$ cat src/rtl/rsg_pkg.sv
package rsg_pkg;
  typedef enum logic [2:0] {
    ST_IDLE, ST_GATE_CLK, ST_HOLD_RST, ST_RELEASE_WAIT, ST_UNGATE, ST_DONE
  } seq_state_e;

  localparam int unsigned DATA_W        = 32;
  localparam int unsigned HALF_W        = 16;
  localparam int unsigned CTL_RST_BIT   = 0;
  localparam int unsigned CTL_FLUSH_BIT = 4;
  localparam int unsigned CTL_DONE_BIT  = 12;

  localparam int unsigned A_CPU_BASE = 0;
  localparam int unsigned A_CPU_PER  = 2;
  localparam int unsigned A_PER_CTL  = 3;
  localparam int unsigned A_SW       = 4;
  localparam int unsigned A_PER_BASE = 8;
endpackage

$ cat src/rtl/rsg_flag.sv
module rsg_flag (
  input  logic clk_i,
  input  logic rst_ni,
  input  logic set_i,
  input  logic clr_i,
  output logic flag_o
);
  always_ff @(posedge clk_i or negedge rst_ni) begin
    if (!rst_ni)     flag_o <= 1'b0;
    else if (set_i)  flag_o <= 1'b1;   // set wins over a same-cycle clear
    else if (clr_i)  flag_o <= 1'b0;
  end

  AST_FLAG_STICKY: assert property (@(posedge clk_i) disable iff (!rst_ni)
    (flag_o && !clr_i) |=> flag_o);
  AST_FLAG_SET: assert property (@(posedge clk_i) disable iff (!rst_ni)
    set_i |=> flag_o);
endmodule

$ cat src/rtl/rsg_seq.sv
module rsg_seq
  import rsg_pkg::*;
#(
  parameter int unsigned CNT_W  = 4,
  parameter bit          MANUAL = 1'b0
) (
  input  logic             clk_i,
  input  logic             rst_ni,
  input  logic             tick_i,
  input  logic             start_i,
  input  logic             hold_i,
  input  logic [CNT_W-1:0] hold_per_i,
  input  logic [CNT_W-1:0] rel_per_i,
  output logic             busy_o,
  output logic             rst_o,
  output logic             clk_en_o,
  output logic             done_o
);
  localparam logic [CNT_W-1:0] ONE = CNT_W'(1);

  seq_state_e       state_q, state_d;
  logic [CNT_W-1:0] cnt_q, cnt_d;
  logic             cnt_zero, keep_hold;

  assign cnt_zero  = (cnt_q == '0);
  assign keep_hold = MANUAL ? hold_i : 1'b0;

  always_comb begin
    state_d = state_q;
    cnt_d   = cnt_q;
    case (state_q)
      ST_IDLE:     if (start_i) state_d = ST_GATE_CLK;
      ST_GATE_CLK: begin
        state_d = ST_HOLD_RST;
        cnt_d   = hold_per_i;
      end
      ST_HOLD_RST: begin
        if (cnt_zero) begin
          if (!keep_hold) begin
            state_d = ST_RELEASE_WAIT;
            cnt_d   = rel_per_i;
          end
        end else if (tick_i) begin
          cnt_d = cnt_q - ONE;
        end
      end
      ST_RELEASE_WAIT: begin
        if (cnt_zero)    state_d = ST_UNGATE;
        else if (tick_i) cnt_d   = cnt_q - ONE;
      end
      ST_UNGATE: state_d = ST_DONE;
      ST_DONE:   state_d = ST_IDLE;
      default:   state_d = ST_IDLE;
    endcase
  end

  // power-on leaves every channel in reset with an expired hold count
  always_ff @(posedge clk_i or negedge rst_ni) begin
    if (!rst_ni) begin
      state_q <= ST_HOLD_RST;
      cnt_q   <= '0;
    end else begin
      state_q <= state_d;
      cnt_q   <= cnt_d;
    end
  end

  assign busy_o   = (state_q != ST_IDLE);
  assign rst_o    = (state_q == ST_GATE_CLK) || (state_q == ST_HOLD_RST);
  assign clk_en_o = !((state_q == ST_GATE_CLK) || (state_q == ST_HOLD_RST) ||
                      (state_q == ST_RELEASE_WAIT));
  assign done_o   = (state_q == ST_DONE);

  AST_BUSY_START_IGNORED: assert property (@(posedge clk_i) disable iff (!rst_ni)
    (busy_o && start_i) |=> (state_q != ST_GATE_CLK));
  AST_DONE_AFTER_UNGATE: assert property (@(posedge clk_i) disable iff (!rst_ni)
    done_o |-> ($past(state_q) == ST_UNGATE));
  AST_HOLD_KEEPS_RST: assert property (@(posedge clk_i) disable iff (!rst_ni)
    (state_q == ST_HOLD_RST && !cnt_zero) |=> rst_o);
  AST_NO_TICK_STALL: assert property (@(posedge clk_i) disable iff (!rst_ni)
    (state_q == ST_RELEASE_WAIT && !tick_i && !cnt_zero) |=> $stable(cnt_q));
  AST_MANUAL_HOLD: assert property (@(posedge clk_i) disable iff (!rst_ni)
    (keep_hold && state_q == ST_HOLD_RST) |=> (state_q == ST_HOLD_RST));
endmodule

$ cat src/rtl/rst_seq_gen.sv
module rst_seq_gen
  import rsg_pkg::*;
#(
  parameter int unsigned NP        = 4,
  parameter int unsigned NS        = 8,
  parameter int unsigned SW_HI_IDX = NS - 1,
  parameter int unsigned CPU_PW    = 4,
  parameter int unsigned PER_PW    = 8,
  parameter int unsigned ADDR_W    = 4
) (
  input  logic              clk_i,
  input  logic              rst_ni,
  input  logic              tick_i,
  input  logic              wr_i,
  input  logic [ADDR_W-1:0] addr_i,
  input  logic [31:0]       wdata_i,
  output logic [31:0]       rdata_o,
  input  logic [1:0]        flush_ack_i,
  output logic [1:0]        flush_req_o,
  output logic [1:0]        cpu_rst_o,
  output logic [1:0]        cpu_clk_en_o,
  output logic [NP-1:0]     per_rst_o,
  output logic [NP-1:0]     per_clk_en_o,
  output logic [NS-1:0]     sw_rst_o
);
  localparam int unsigned NCPU    = 2;
  localparam int unsigned CPER_W  = 2 * NCPU * CPU_PW;
  localparam int unsigned PPER_W  = 2 * PER_PW;
  localparam logic [NS-1:0] SW_INIT = NS'(1) << SW_HI_IDX;

  logic [NCPU-1:0] wr_cpu, cpu_busy, cpu_done_p, cpu_done, flush_q;
  logic [NP-1:0]   per_busy, per_done_p, per_done;
  logic            wr_cper, wr_pctl, wr_sw;
  logic            set_rst, clr_rst, set_flush, set_done;
  logic            cpu1_hold_q;
  logic [CPER_W-1:0] cpu_per_q;
  logic [PPER_W-1:0] per_per_q [NP];
  logic [NS-1:0]   sw_q;
  logic            unused_wdata;

  assign unused_wdata = ^wdata_i;

  assign wr_cper = wr_i && (addr_i == ADDR_W'(A_CPU_PER));
  assign wr_pctl = wr_i && (addr_i == ADDR_W'(A_PER_CTL));
  assign wr_sw   = wr_i && (addr_i == ADDR_W'(A_SW));

  // masked-write decode: low bit acts only with its enable 16 above
  assign set_rst   = wdata_i[CTL_RST_BIT] && wdata_i[HALF_W+CTL_RST_BIT];
  assign clr_rst   = !wdata_i[CTL_RST_BIT] && wdata_i[HALF_W+CTL_RST_BIT];
  assign set_flush = wdata_i[CTL_FLUSH_BIT] && wdata_i[HALF_W+CTL_FLUSH_BIT];
  assign set_done  = wdata_i[CTL_DONE_BIT] && wdata_i[HALF_W+CTL_DONE_BIT];

  always_ff @(posedge clk_i or negedge rst_ni) begin
    if (!rst_ni) begin
      cpu_per_q   <= '0;
      sw_q        <= SW_INIT;
      cpu1_hold_q <= 1'b1;
      for (int i = 0; i < NP; i++) per_per_q[i] <= '0;
    end else begin
      if (wr_cper) cpu_per_q <= wdata_i[CPER_W-1:0];
      if (wr_sw)   sw_q      <= wdata_i[NS-1:0];
      if (wr_cpu[1] && set_rst && !cpu_busy[1]) cpu1_hold_q <= 1'b1;
      else if (wr_cpu[1] && clr_rst)            cpu1_hold_q <= 1'b0;
      for (int i = 0; i < NP; i++)
        if (wr_i && addr_i == ADDR_W'(A_PER_BASE + i))
          per_per_q[i] <= wdata_i[PPER_W-1:0];
    end
  end

  for (genvar k = 0; k < NCPU; k++) begin : g_cpu
    assign wr_cpu[k] = wr_i && (addr_i == ADDR_W'(A_CPU_BASE + k));

    rsg_seq #(.CNT_W(CPU_PW), .MANUAL(k == 1)) u_seq (
      .clk_i, .rst_ni, .tick_i,
      .start_i   (wr_cpu[k] && set_rst && !cpu_busy[k]),
      .hold_i    (cpu1_hold_q),
      .hold_per_i(cpu_per_q[2*k*CPU_PW +: CPU_PW]),
      .rel_per_i (cpu_per_q[(2*k+1)*CPU_PW +: CPU_PW]),
      .busy_o    (cpu_busy[k]),
      .rst_o     (cpu_rst_o[k]),
      .clk_en_o  (cpu_clk_en_o[k]),
      .done_o    (cpu_done_p[k])
    );

    rsg_flag u_done (
      .clk_i, .rst_ni,
      .set_i (cpu_done_p[k]),
      .clr_i (wr_cpu[k] && set_done),
      .flag_o(cpu_done[k])
    );

    // request cleared only by the completion handshake
    rsg_flag u_flush (
      .clk_i, .rst_ni,
      .set_i (wr_cpu[k] && set_flush),
      .clr_i (flush_ack_i[k]),
      .flag_o(flush_q[k])
    );

    AST_FLUSH_WAIT: assert property (@(posedge clk_i) disable iff (!rst_ni)
      (flush_q[k] && !flush_ack_i[k]) |=> flush_q[k]);
    AST_FLUSH_CLEAR: assert property (@(posedge clk_i) disable iff (!rst_ni)
      (flush_q[k] && flush_ack_i[k] && !(wr_cpu[k] && set_flush)) |=> !flush_q[k]);
  end

  for (genvar i = 0; i < NP; i++) begin : g_per
    rsg_seq #(.CNT_W(PER_PW), .MANUAL(1'b0)) u_seq (
      .clk_i, .rst_ni, .tick_i,
      .start_i   (wr_pctl && wdata_i[i] && !per_busy[i]),
      .hold_i    (1'b0),
      .hold_per_i(per_per_q[i][PER_PW-1:0]),
      .rel_per_i (per_per_q[i][PPER_W-1:PER_PW]),
      .busy_o    (per_busy[i]),
      .rst_o     (per_rst_o[i]),
      .clk_en_o  (per_clk_en_o[i]),
      .done_o    (per_done_p[i])
    );

    rsg_flag u_done (
      .clk_i, .rst_ni,
      .set_i (per_done_p[i]),
      .clr_i (wr_pctl && wdata_i[HALF_W+i]),
      .flag_o(per_done[i])
    );
  end

  assign flush_req_o = flush_q;
  assign sw_rst_o    = sw_q;

  always_comb begin
    rdata_o = '0;
    for (int k = 0; k < NCPU; k++) begin
      if (addr_i == ADDR_W'(A_CPU_BASE + k)) begin
        rdata_o[CTL_RST_BIT]   = (k == 1) ? cpu1_hold_q : cpu_busy[k];
        rdata_o[CTL_FLUSH_BIT] = flush_q[k];
        rdata_o[CTL_DONE_BIT]  = cpu_done[k];
      end
    end
    if (addr_i == ADDR_W'(A_CPU_PER)) rdata_o[CPER_W-1:0] = cpu_per_q;
    if (addr_i == ADDR_W'(A_PER_CTL)) begin
      rdata_o[NP-1:0]      = per_busy;
      rdata_o[HALF_W +: NP] = per_done;
    end
    if (addr_i == ADDR_W'(A_SW)) rdata_o[NS-1:0] = sw_q;
    for (int i = 0; i < NP; i++)
      if (addr_i == ADDR_W'(A_PER_BASE + i)) rdata_o[PPER_W-1:0] = per_per_q[i];
  end

  AST_CPU_MASKED: assert property (@(posedge clk_i) disable iff (!rst_ni)
    (wr_cpu[1] && !wdata_i[HALF_W+CTL_RST_BIT]) |=> $stable(cpu1_hold_q));
  AST_SW_NO_WRITE: assert property (@(posedge clk_i) disable iff (!rst_ni)
    !wr_sw |=> $stable(sw_rst_o));
endmodule

$ cat config.mk
export PLATFORM = sky130hd
export DESIGN_NAME = rst_seq_gen
export DESIGN_NICKNAME = d
export VERILOG_FILES = /design/src/rtl/rsg_pkg.sv /design/src/rtl/rsg_flag.sv /design/src/rtl/rsg_seq.sv /design/src/rtl/rst_seq_gen.sv
export SDC_FILE = /design/constraint.sdc
export NUM_CORES = 1
export LEC_CHECK = 0
export CORE_MARGIN = 4
export CORE_UTILIZATION = 44
export CTS_CLUSTER_SIZE = 20
export DETAILED_ROUTE_END_ITERATION = 8
export DONT_BUFFER_PORTS = 1
export SYNTH_ARGS = -nofsm -noshare
export SYNTH_HDL_FRONTEND = slang
export SYNTH_SLANG_ARGS = --single-unit
$ cat constraint.sdc
create_clock -name clk_i -period 2.2 [get_ports clk_i]
set_clock_uncertainty 0.1 [all_clocks]
set_input_delay 0.22 -clock clk_i [delete_from_list [all_inputs] [get_ports clk_i]]
set_output_delay 0.22 -clock clk_i [all_outputs]
set_load 0.01 [all_outputs]
Word level (Yosys, flattened, before mapping)

Cells that the tools add are included.

Register bits after elaboration: 155
Output and inout port bits: 54
Logic and storage cells: 284

Add/subtract/negate cells: 6
Equal/unequal tests: 64
Mux-type cells: 82
Reduce and logical (&&, ||, !) cells: 105

Operators with widths:

| operator                                                                | number |
|---|---|
| 8-bit 2-to-1 mux                                                        | 13 |
| 8-bit one-hot mux with 3 select lines                                   | 4 |
| 3-bit one-hot mux with 5 select lines                                   | 6 |
| 16-bit 2-to-1 mux                                                       | 5 |
| 3-bit 2-to-1 mux                                                        | 19 |
| 3-bit by 2-bit == test with 1-bit output, second input constant         | 12 |
| 3-bit == test, second input constant                                    | 12 |
| 4-bit 2-to-1 mux                                                        | 9 |
| 2-bit by 1-bit inequality test with 1-bit output, second input constant | 18 |
| 3-bit nonzero test                                                      | 12 |
| 1-bit logical AND                                                       | 34 |
| 8-bit logical NOT                                                       | 4 |
| 8-bit by 1-bit subtractor with 8-bit output, second input constant      | 4 |
| 1-bit 2-to-1 mux                                                        | 24 |
| 4-bit one-hot mux with 3 select lines                                   | 2 |
| 3-bit by 1-bit == test with 1-bit output, second input constant         | 6 |
| 3-bit logical NOT                                                       | 6 |
| 3-bit AND reduction                                                     | 6 |
| 2-bit nonzero test                                                      | 9 |
| 4-bit == test, second input constant                                    | 4 |
| 2-bit inequality test, second input constant                            | 7 |
| 1-bit logical NOT                                                       | 13 |
| 4-bit logical NOT                                                       | 3 |
| 1-bit logical OR                                                        | 12 |
| 7 further kinds                                                         | 13 |

Logic depth before layout (Yosys ltp)

Gate-level depths: netlist of run 1.

Depth in word-level cells: 10
Gate-level depth with buffers: 8

Cells and area by module

From an unflattened synthesis of run 1, not the netlist that was laid out.

Cells, all modules: 1001
Area total of the unflattened synthesis: 9909.5 µm²

By module, submodules not included:

| module                       | times used | cells each | area each (µm²) | sequential area each (µm²) |
|---|---|---|---|---|
| rst_seq_gen                  | 1          | 409        | 4827.1          | 2229.6 |
| rsg_seq (g_per[0].u_seq ...) | 3          | 109        | 908.4           | 276.5 |
| rsg_seq (g_per[3].u_seq)     | 1          | 124        | 1003.5          | 276.5 |
| rsg_seq (g_cpu[0].u_seq)     | 1          | 61         | 544.3           | 176.4 |
| rsg_seq (g_cpu[1].u_seq)     | 1          | 56         | 519.2           | 176.4 |
| rsg_flag                     | 8          | 3          | 36.3            | 25.0 |

Worst setup path after synthesis of run 1

No wires, ideal clock.

Path type: register -> register
Start: register g_per[2].u_seq.cnt_q[4]
End: register g_per[2].u_seq.cnt_q[5]
Setup time: 0.129 ns
Arrival: 2.034 ns
Required time: 1.971 ns
Slack: -0.063 ns
Cell stages (with the launch flop): 8
Path buffers: 2
Cells stage by stage: dfrtp_1 -> or4_1 -> buf_2 -> or4b_4 -> a21o_4 -> buf_6 -> nor2_1 -> a31oi_1

Longest elaborated chain between the ends: 4
Elaborated cells between the ends (all ways): 8

RTL lines:

| item                                        | line                         | text |
|---|---|---|
| from (decl)                                 | rsg_seq.sv:22                | `logic [CNT_W-1:0] cnt_q, cnt_d;` |
| from (signal assigned)                      | rsg_seq.sv:64                | `cnt_q <= cnt_d;` |
| 8-bit by 1-bit subtractor with 8-bit output | rsg_seq.sv:44, rsg_seq.sv:49 |  |
| 8-bit 2-to-1 mux                            | rsg_seq.sv:43, rsg_seq.sv:49 |  |
| 8-bit 2-to-1 mux (on tied branches)         | rsg_seq.sv:48, rsg_seq.sv:38 |  |
| 8-bit one-hot mux with 3 select lines       | rsg_seq.sv:31                | `case (state_q)` |

Several ways; a longest one is shown, not always the timed one. The select of a mux whose other input is x is not followed.
A chain may end at the register's enable or synchronous reset.

Final worst setup path of run 1

Start: register g_per[0].u_seq.state_q[2]
End: output rdata_o[0]

Longest elaborated chain between the ends: 7

RTL lines:

| item                           | line               | text |
|---|---|---|
| from (decl)                    | rsg_seq.sv:21      | `seq_state_e state_q, state_d;` |
| from (signal assigned)         | rsg_seq.sv:63      | `state_q <= state_d;` |
| 3-bit nonzero test             | rsg_seq.sv:68      | `assign busy_o = (state_q != ST_IDLE);` |
| 4-bit 2-to-1 mux               | rst_seq_gen.sv:140 | `if (addr_i == ADDR_W'(A_PER_CTL)) begin` |
| 8-bit 2-to-1 mux               | rst_seq_gen.sv:144 | `if (addr_i == ADDR_W'(A_SW)) rdata_o[NS-1:0] = sw_q;` |
| 16-bit 2-to-1 mux (4 in a row) | rst_seq_gen.sv:146 | `if (addr_i == ADDR_W'(A_PER_BASE + i)) rdata_o[PPER_W-1:0] = per_per_q[i];` |
| to (decl)                      | rst_seq_gen.sv:17  | `output logic [31:0] rdata_o,` |

No other way between the ends.

==> results.toml, run 1 <==
[layout]
drive_gt1_frac = 0.256
area_growth_pct = 16.8
final_common_cell = "dfrtp_1"
layout_common_cells = "dfrtp_1 (146), mux2_2 (92), nor2_1 (71), buf_4 (67), nand2_1 (65)"
design_area_um2 = 10400
nets = 992
n_antenna_cell = 0

[critical_path]
slowest_delay_ns = 0.40
endpoint_kind = "output pin"
crit_type = "reg -> out"
cp-start-kind = "flop"
crit_family = "compound AO/OA/AOI/OAI gates"
crit_buf_inv = 1
worstPathCellList = "or3_4, a32o_2, o211ai_1, o21ai_1, buf_4"
r2r_cells = 5
cp.arrival_ns = 1.90
r2r_end = "g_per[2].u_seq.cnt_q[1]$_DFFE_PN0P_"
cp.required_ns = 1.88
cp_max_fo = 2
reg2reg_setup_slack_ns = 0.05
cp_slowest_cell = "or3_4"
reg2reg_from = "g_per[2].u_seq.cnt_q[5]$_DFFE_PN0P_"

[timing]
tightest_slew_ns = 0.710
setup_viol = 1
hold_slack_ns = -0.612
slew_headroom = 0.523
setup_ws_ns = -0.0220
fmax_mhz = 450
fin_setup_tns_ns = -0.0220
period_minus_slack_ns = 2.22
fin_crit_sh = 1.01
slew_viol_final = 0
hold_viol = 155
rsz0062_at_grt = "yes"

[power]
clock_power_share = 0.266
power.internal_mw = 8.03
power_density_nw_per_um2 = 1190
pwr-share-seq = 0.387
swShare = 0.349
p_comb_frac = 0.347
leakagePower_nw = 4.42
p_switching_mw = 4.31
ir_worst_vdd_mv = 0.533

[floorplanning]
core_um2 = 19700
num_rows = 51
die_w_um = 150
die_height_um = 150
io-pin-count = 96
die-area_um2 = 22600
start_util = 0.452

[logic_synthesis]
synth_flop_cell = "dfrtp_1"
synth_area_leaders = "dfrtp_1 (41%), mux2_2 (12%), o21ai_0 (3.6%)"
synth_warnings = 0
syn_inst = 894
synth.distinct_cells = 78
synth_area_leader_cell = "dfrtp_1"
synth_edf_count = 0
syn_area_um2 = 8910
ys_seq_area_frac = 0.436
synth_top_cell_area_share = 0.413
synth_seq_cells = 155
syn_area_per_cell_um2 = 9.97
async_reset_ff_frac = 1.00

[hold_path]
hp-class = "in -> async"

[clocking]
cts_tree = "yes"
cts_root_buffer = "clkbuf_16"
cts_made_buffers = 17
hold_buffers = 26
clkTransAtPathRegs_ns = 0.06
clock_latency_ns = 0.42
h-tree-depth = 4
clkSinkCount = 155
cts_buffer_depth = 2

[placement]
gp_congestion = 0.862
place_area_um2 = 9370
post-dp-hpwl_mm = 18.6
numPortBuffers = 0

[grt]
grt_pass1_vias = 7028
grt.total_usage = 0.238
grt_max_degree = 156
antenna_found_initial = 1
grt_pass1_wl_mm = 41.0
globalRouteOverflowTotal = 0

[drt]
viasPerCell = 5.87
wl_per_cell_um = 21.6
drc_errors = 0
antenna_left = 0
first_iter_violations = 469
drt-pass1-iter-count = 5
via_count = 7152
totalWireLength_mm = 26.4

[run_status]
violations = "hold timing, setup timing"
status = "finished with violations"

[run]
cap_violations = 0
timing repair:
item                                    4_1_cts  5_1_grt
gates resized for setup                       7       14
endpoints found under the setup margin        3       19
endpoints found under the hold margin       262      155
pin swaps                                     1        3
setup buffers                                 1        3
gates cloned                                  0        2
power groups by stage:
stage / clock, mW / sequential (mW) / combinational (mW)
final: 3.28 / 4.78 / 4.28
after global routing: 3.47 / 4.90 / 4.78
after CTS: 3.33 / 4.75 / 4.18
after detailed placement: 0 / 4.79 / 4.05
after global placement: 0 / 4.78 / 3.99
after floorplan: 0 / 4.37 / 3.31
sequential cells by signal, indices dropped and copies added, names as in the netlist:
signal / count
g_per.u_seq.state_q: 12
sw_rst_o: 8
cpu1_hold_q: 1
g_cpu.u_seq.cnt_q: 8
g_cpu.u_flush.flag_o: 2
g_cpu.u_seq.state_q: 6
per_per_q: 64
g_per.u_done.flag_o: 4
g_cpu.u_done.flag_o: 2
cpu_per_q: 16
g_per.u_seq.cnt_q: 32
logic make-up (layout without fill, tap and decap cells):
family                   Yosys count  after routing  synth area share
AO/OA/AOI/OAI                    229            231             0.169
XOR/XNOR                          21             21            0.0206
adder cells (fa/ha/maj)            9              9            0.0126
buffers and inverters            115            162            0.0612
flip-flops                       155            155             0.436
multiplexers                     114            114             0.155
other                              1             12          0.000421
AND/OR/NAND/NOR                  250            250             0.145
Yosys cell counts, types with 3 or more instances:
master,number
dfrtp_1,147
mux2_2,92
nor2_1,73
nand2_1,65
o21ai_0,64
a21oi_1,43
clkbuf_1,41
inv_1,34
buf_4,26
a31oi_1,24
a211oi_1,14
xnor2_1,14
nand3_1,13
nor3_1,13
a22o_1,12
mux2i_1,11
nand2b_1,11
mux4_2,10
nor3b_1,10
ha_1,9
nand3b_1,9
nor2b_1,9
a32o_1,8
dfstp_2,8
o211ai_1,8
buf_2,7
nor4b_1,7
o22ai_1,7
xor2_1,7
and2_1,6
buf_1,5
nor4_1,5
o32ai_1,5
or3_1,5
a22oi_1,4
o22a_1,4
or4_1,4
a221oi_1,3
nand4_1,3
o31ai_1,3
stage by stage:
stage	std cells	worst slack (ns)	total power, mW	util
3_3_place_gp	1155	0.0543	8.77	0.475
5_1_grt	1219	-0.0778	13.1	0.528
3_5_place_dp	1155	0.0180	8.84	0.475
2_1_floorplan	905	-0.0458	7.68	-
6_report	1219	-0.0220	12.3	0.528
4_1_cts	1214	-0.0138	12.3	0.523
per-layer routing:
metal | vias to the layer above | part of all wire | track usage
li1 | 3338 | - | -
met1 | 3594 | 0.46 | 0.328
met2 | 179 | 0.47 | 0.381
met3 | 39 | 0.044 | 0.0467
met4 | 2 | 0.025 | 0.0727
met5 | - | 0.00049 | 0
cell type report:
class	instances	area, µm²
Fill cell	1761	9310
Multi-Input combinational cell	637	4590
Sequential cell	155	3890
Timing Repair Buffer	95	803
Clock buffer	20	467
Tap cell	265	332
Clock inverter	12	191
Inverter	35	131
worst max-delay path by stage:
stage | slack [ns] | start | to | cells after the start
detailed placement | 0.02 | g_per[0].u_seq.cnt_q[0]$_DFFE_PN0P_ | g_per[0].u_seq.cnt_q[5]$_DFFE_PN0P_ | 7
CTS | -0.01 | g_per[0].u_seq.state_q[2]$_DFFE_PN0P_ | rdata_o[0] | 5
finish | -0.02 | g_per[0].u_seq.state_q[2]$_DFFE_PN0P_ | rdata_o[0] | 5
global route | -0.08 | g_per[0].u_seq.state_q[2]$_DFFE_PN0P_ | rdata_o[0] | 5
global placement | 0.05 | g_per[0].u_seq.cnt_q[0]$_DFFE_PN0P_ | g_per[0].u_seq.cnt_q[5]$_DFFE_PN0P_ | 7
floorplan | -0.05 | g_per[2].u_seq.cnt_q[4]$_DFFE_PN0P_ | g_per[2].u_seq.cnt_q[5]$_DFFE_PN0P_ | 7
worst register-to-register path, delay by kind of cell (launching register included):
family             cells  cell delay [ns]
AOI/OAI and AO/OA      3             0.46
DFF                    1             0.37
and+or+nand+nor        2             1.10
(Power assumes the default switching activity.)
==> inputs of run 2 (changes only) <==
Settings changed: SKIP_LAST_GASP set to 1.
==> run 2 against run 1 <==
Compared with the run above:
- the flow still finishes with violations (hold timing, setup timing)
- highest routed layer unchanged
- via count barely moved
- first-iteration DRC count rose by 5.5%
- utilization barely moved
- largest cell class unchanged
==> results.toml, run 2 (synthesis results as in run 1) <==
[run_status]
status = "finished with violations"
violations = "hold timing, setup timing"

[grt]
antenna_found_initial = 1
grt_pass1_wl_mm = 41.0
grt_pass1_vias = 7029
grt_max_degree = 156
grt.total_usage = 0.238
globalRouteOverflowTotal = 0

[layout]
final_common_cell = "dfrtp_1"
nets = 992
top_register = "per_per_q"
reg_top3 = "per_per_q x64, g_per.u_seq.cnt_q x32, cpu_per_q x16"
n_antenna_cell = 0
largest_reg_flops = 64
design_area_um2 = 10400
layout_common_cells = "dfrtp_1 (146), mux2_2 (92), nor2_1 (71), buf_4 (67), nand2_1 (65)"
area_growth_pct = 16.7
drive_gt1_frac = 0.255

[drt]
viasPerCell = 5.86
totalWireLength_mm = 26.3
antenna_left = 0
wl_per_cell_um = 21.6
first_iter_violations = 495
via_count = 7146
drc_errors = 0
drt-pass1-iter-count = 5

[hold_path]
hp-class = "in -> async"

[placement]
post-dp-hpwl_mm = 18.6
place_area_um2 = 9370
numPortBuffers = 0
gp_congestion = 0.862

[timing]
rsz0062_at_grt = "yes"
fin_setup_tns_ns = -0.0189
fin_crit_sh = 1.01
hold_slack_ns = -0.613
fmax_mhz = 451
period_minus_slack_ns = 2.22
setup_viol = 1
slew_viol_final = 0
tightest_slew_ns = 0.704
hold_viol = 155
slew_headroom = 0.527
setup_ws_ns = -0.0189

[power]
clock_power_share = 0.267
pwr-share-seq = 0.387
p_comb_frac = 0.346
power_density_nw_per_um2 = 1190
power.internal_mw = 8.02
leakagePower_nw = 4.42
p_switching_mw = 4.30
ir_worst_vdd_mv = 0.533
swShare = 0.349

[floorplanning]
die-area_um2 = 22600
start_util = 0.452
num_rows = 51
die_w_um = 150
io-pin-count = 96
core_um2 = 19700
die_height_um = 150

[critical_path]
cp_max_fo = 2
endpoint_kind = "output pin"
cp.required_ns = 1.88
worstPathCellList = "or3_4, a32o_2, o211ai_1, o21ai_1, buf_4"
cp_slowest_cell = "or3_4"
slowest_delay_ns = 0.40
cp.arrival_ns = 1.90
crit_type = "reg -> out"
cp-start-kind = "flop"

[clocking]
cts_tree = "yes"
clock_latency_ns = 0.42
cts_made_buffers = 17
clkSinkCount = 155
cts_root_buffer = "clkbuf_16"
cts_buffer_depth = 2
h-tree-depth = 4
hold_buffers = 26
clkTransAtPathRegs_ns = 0.06

[run]
cap_violations = 0
run 2: final timing paths:
path                       slack, ns                                  start  cells past startpoint                                     to
min in group clk_i              0.03                              addr_i[0]                      2              per_per_q[51]$_DFFE_PN0P_
max in group asynchronous       2.28                                 rst_ni                      0  g_per[3].u_seq.state_q[1]$_DFFE_PN1P_
hold / removal                 -0.61                                 rst_ni                      0  g_cpu[0].u_seq.state_q[0]$_DFFE_PN0P_
setup reg to reg                0.05    g_per[2].u_seq.cnt_q[5]$_DFFE_PN0P_                      5    g_per[2].u_seq.cnt_q[1]$_DFFE_PN0P_
setup / recovery               -0.02  g_per[0].u_seq.state_q[2]$_DFFE_PN0P_                      5                             rdata_o[0]
hold reg to reg                 0.38     g_per[0].u_done.flag_o$_DFFE_PN0P_                      1     g_per[0].u_done.flag_o$_DFFE_PN0P_
run 2: area by class of cell:
| class | instances | area (µm²) |
|---|---|---|
| well taps | 265 | 332 |
| fillers | 1761 | 9320 |
| flip-flops and latches | 155 | 3890 |
| multi-input cells | 637 | 4580 |
| clock inverters | 12 | 191 |
| repair buffers | 95 | 803 |
| clock buffers | 20 | 467 |
| inverters | 35 | 131 |
run 2: routing by layer:
metal	up-vias	wire [µm]	GRT usage
li1	3333	-	-
met1	3590	11900	0.328
met2	180	12500	0.381
met3	41	1260	0.0467
met4	2	679	0.0727
met5	-	13	0
run 2: critical path: cells and delay by family (launching register included):
kind / cells / cell delay [ns]
AO/OA/AOI/OAI: 3 / 0.54
buffers and inverters: 1 / 0.16
flip-flops: 1 / 0.39
AND/OR/NAND/NOR: 1 / 0.40
run 2: power groups by stage:
stage	clock [mW]	sequential, mW	combinational (mW)
2_1_floorplan	0	4.37	3.31
3_3_place_gp	0	4.78	3.99
3_5_place_dp	0	4.79	4.05
4_1_cts	3.33	4.75	4.18
5_1_grt	3.47	4.89	4.78
6_report	3.29	4.77	4.27
run 2: what timing repair did:
item | CTS | global route
endpoints found under the hold margin | 262 | 155
cloned | 0 | 2
pin swaps | 1 | 3
resized for setup | 7 | 13
setup endpoints to repair | 3 | 19
buffers inserted | 1 | 3
run 2: per-stage QoR:
stage | instances | power (mW) | setup slack [ns] | util | hold WS, ns
2_1_floorplan | 905 | 7.68 | -0.0458 | - | -0.176
3_5_place_dp | 1155 | 8.84 | 0.0180 | 0.475 | -0.170
6_report | 1219 | 12.3 | -0.0189 | 0.527 | -0.613
4_1_cts | 1214 | 12.3 | -0.0138 | 0.523 | -0.621
5_1_grt | 1219 | 13.1 | -0.0778 | 0.527 | -0.629
3_3_place_gp | 1155 | 8.77 | 0.0543 | 0.475 | -0.169
==> inputs of run 3 (changes only) <==
Settings changed: ABC_AREA set to 1, CORE_MARGIN 4 to 3, REMOVE_ABC_BUFFERS set to 1.
==> run 3 against run 2 <==
Compared with the run above:
- the flow finishes with violations (hold timing)
- largest cell class unchanged
- synthesized cell count increased by 33%
- power increased by 12%
- non-clock buffer count decreased by 55
- sequential share of layout area increased by 1.3 points
- critical path depth increased by 3
- sequential power decreased by 3%
- design area decreased by 3.5%
- die area decreased by 1.3%
- clock power decreased by 5%
- register-to-register slack improved by 0.19 ns
- sequential cell count unchanged
- first-iteration DRC count increased by 28%
==> results.toml, run 3 <==
[critical_path]
r2r_cells = 9
reg2reg_setup_slack_ns = 0.24
cp_max_fo = 4
cp.required_ns = 1.88
r2r_end = "g_per[2].u_seq.cnt_q[2]$_DFFE_PN0P_"
endpoint_kind = "output pin"
reg2reg_from = "g_per[2].u_seq.cnt_q[0]$_DFFE_PN0P_"
cp.arrival_ns = 1.86
cp-start-kind = "flop"
crit_type = "reg -> out"

[clocking]
h-tree-depth = 4
clock_latency_ns = 0.43
cts_made_buffers = 17
cts_tree = "yes"
cts_root_buffer = "clkbuf_16"
cts_buffer_depth = 2
clkSinkCount = 155
hold_buffers = 23
clkTransAtPathRegs_ns = 0.06

[run]
cap_violations = 0

[layout]
design_area_um2 = 10000
fin_cells = 1476
largest_reg_flops = 64
final-seq-area_um2 = 3890
drive_gt1_frac = 0.137
n_antenna_cell = 0
area_growth_pct = 11.1
multiInputGateArea_um2 = 4290
nets = 1249
reg_top3 = "per_per_q x64, g_per.u_seq.cnt_q x32, cpu_per_q x16"
final_common_cell = "nand2_1"
layout_common_cells = "nand2_1 (319), dfrtp_1 (147), o21ai_1 (124), inv_1 (102), nor2_1 (85)"
top_register = "per_per_q"
fill_cells = 1953

[run_status]
status = "finished with violations"
violations = "hold timing"

[power]
power_density_nw_per_um2 = 1370
total_power_mw = 13.8
ir_worst_vdd_mv = 0.813
leakagePower_nw = 4.79

[floorplanning]
start_util = 0.455
core_um2 = 19800
num_rows = 51
die-area_um2 = 22300
die_w_um = 149
io-pin-count = 96
die_height_um = 149

[logic_synthesis]
syn_area_um2 = 9030
syn_inst = 1188
synth.distinct_cells = 57
post-synth-top-count-cell = "nand2_1"
synth_common_cells = "nand2_1 (320), dfrtp_1 (147), o21ai_1 (124)"
async_reset_ff_frac = 1.00
syn_area_per_cell_um2 = 7.61
synth_seq_cells = 155
synth_area_leaders = "dfrtp_1 (41%), nand2_1 (13%), o21ai_1 (6.9%)"
synth_warnings = 0
synth_top_cell_area_share = 0.407
ys_seq_area_frac = 0.430
synth_flop_cell = "dfrtp_1"
synth_edf_count = 0
synth_area_leader_cell = "dfrtp_1"

[timing]
hold_viol = 155
rsz0062_at_grt = "yes"
hold_slack_ns = -0.607
slew_viol_final = 0
tightest_slew_ns = 0.592
setup_ws_ns = 0.0188
slew_headroom = 0.604
fin_crit_sh = 0.991
period_minus_slack_ns = 2.18
setup_viol = 0
fmax_mhz = 458

[grt]
grt_pass1_vias = 7309
globalRouteOverflowTotal = 0
antenna_found_initial = 0
grt_pass1_wl_mm = 41.2
grt_max_degree = 156
grt.total_usage = 0.244

[hold_path]
hp-class = "in -> async"

[placement]
gp_congestion = 0.890
place_inst = 1420
place_area_um2 = 9130
post-dp-hpwl_mm = 19.2
numPortBuffers = 0
post-place-ws_ns = 0.252

[drt]
via_count = 7920
drt-pass1-iter-count = 5
viasPerCell = 5.37
drc_errors = 0
totalWireLength_mm = 26.6
antenna_left = 0
first_iter_violations = 635
wl_per_cell_um = 18.0
[run 3: worst max-delay path by stage]
| stage | endpoint | from |
|---|---|---|
| 6_report | rdata_o[0] | g_cpu[0].u_seq.state_q[1]$_DFFE_PN1P_ |
| 5_1_grt | rdata_o[0] | g_cpu[0].u_seq.state_q[1]$_DFFE_PN1P_ |
| 4_1_cts | rdata_o[0] | g_cpu[0].u_seq.state_q[0]$_DFFE_PN0P_ |
| 3_5_place_dp | g_per[2].u_seq.cnt_q[2]$_DFFE_PN0P_ | g_per[2].u_seq.cnt_q[0]$_DFFE_PN0P_ |
| 3_3_place_gp | g_per[2].u_seq.cnt_q[2]$_DFFE_PN0P_ | g_per[2].u_seq.cnt_q[0]$_DFFE_PN0P_ |
| 2_1_floorplan | g_per[3].u_seq.cnt_q[0]$_DFFE_PN0P_ | g_per[3].u_seq.state_q[1]$_DFFE_PN1P_ |
[run 3: cells by family after synthesis]
logic type / share of synthesized area
flip-flops: 0.430
buffers and inverters: 0.104
other: 0.000415
AO/OA/AOI/OAI: 0.175
adder cells (fa/ha/maj): 0.0125
XOR/XNOR: 0.0223
AND/OR/NAND/NOR: 0.256
[run 3: layer usage]
layer	global-route usage	vias up	part of all wire
li1	-	3901	-
met1	0.354	3748	0.47
met2	0.365	241	0.45
met3	0.0510	30	0.060
met4	0.0819	0	0.022
met5	0	-	0
[run 3: worst max-delay path: stages, from the launching register on]
cell     delay [ns]
dfstp_2        0.39
nor2_4         0.15
nand2_2        0.07
nand3_1        0.06
o21ai_1        0.08
a21oi_2        0.17
nand4_1        0.19
nor2_1         0.17
nand3_2        0.15
[run 3: metrics by stage]
stage / util / setup TNS [ns] / hold WS (ns)
6_report: 0.506 / 0 / -0.607
5_1_grt: 0.506 / -0.0819 / -0.634
2_1_floorplan: - / 0 / -0.176
4_1_cts: 0.504 / -0.0714 / -0.635
3_3_place_gp: 0.460 / 0 / -0.166
3_5_place_dp: 0.460 / 0 / -0.166
[run 3: layout make-up]
type,count,share of cell area
multi-input cells,839,0.427
repair buffers,40,0.0357
clock inverters,13,0.0190
well taps,265,0.0330
flip-flops and latches,155,0.388
clock buffers,19,0.0431
inverters,145,0.0544
[run 3: where the power goes]
group	internal, mW	switching [mW]
clock network	1.91	1.23
logic	2.12	3.88
registers	3.82	0.833
total	7.85	5.95
[run 3: what timing repair did]
action,CTS,global route
endpoints found under the setup margin,3,5
endpoints found under the hold margin,190,155
buffers inserted,0,1
pin swaps,0,7
resized for setup,4,10
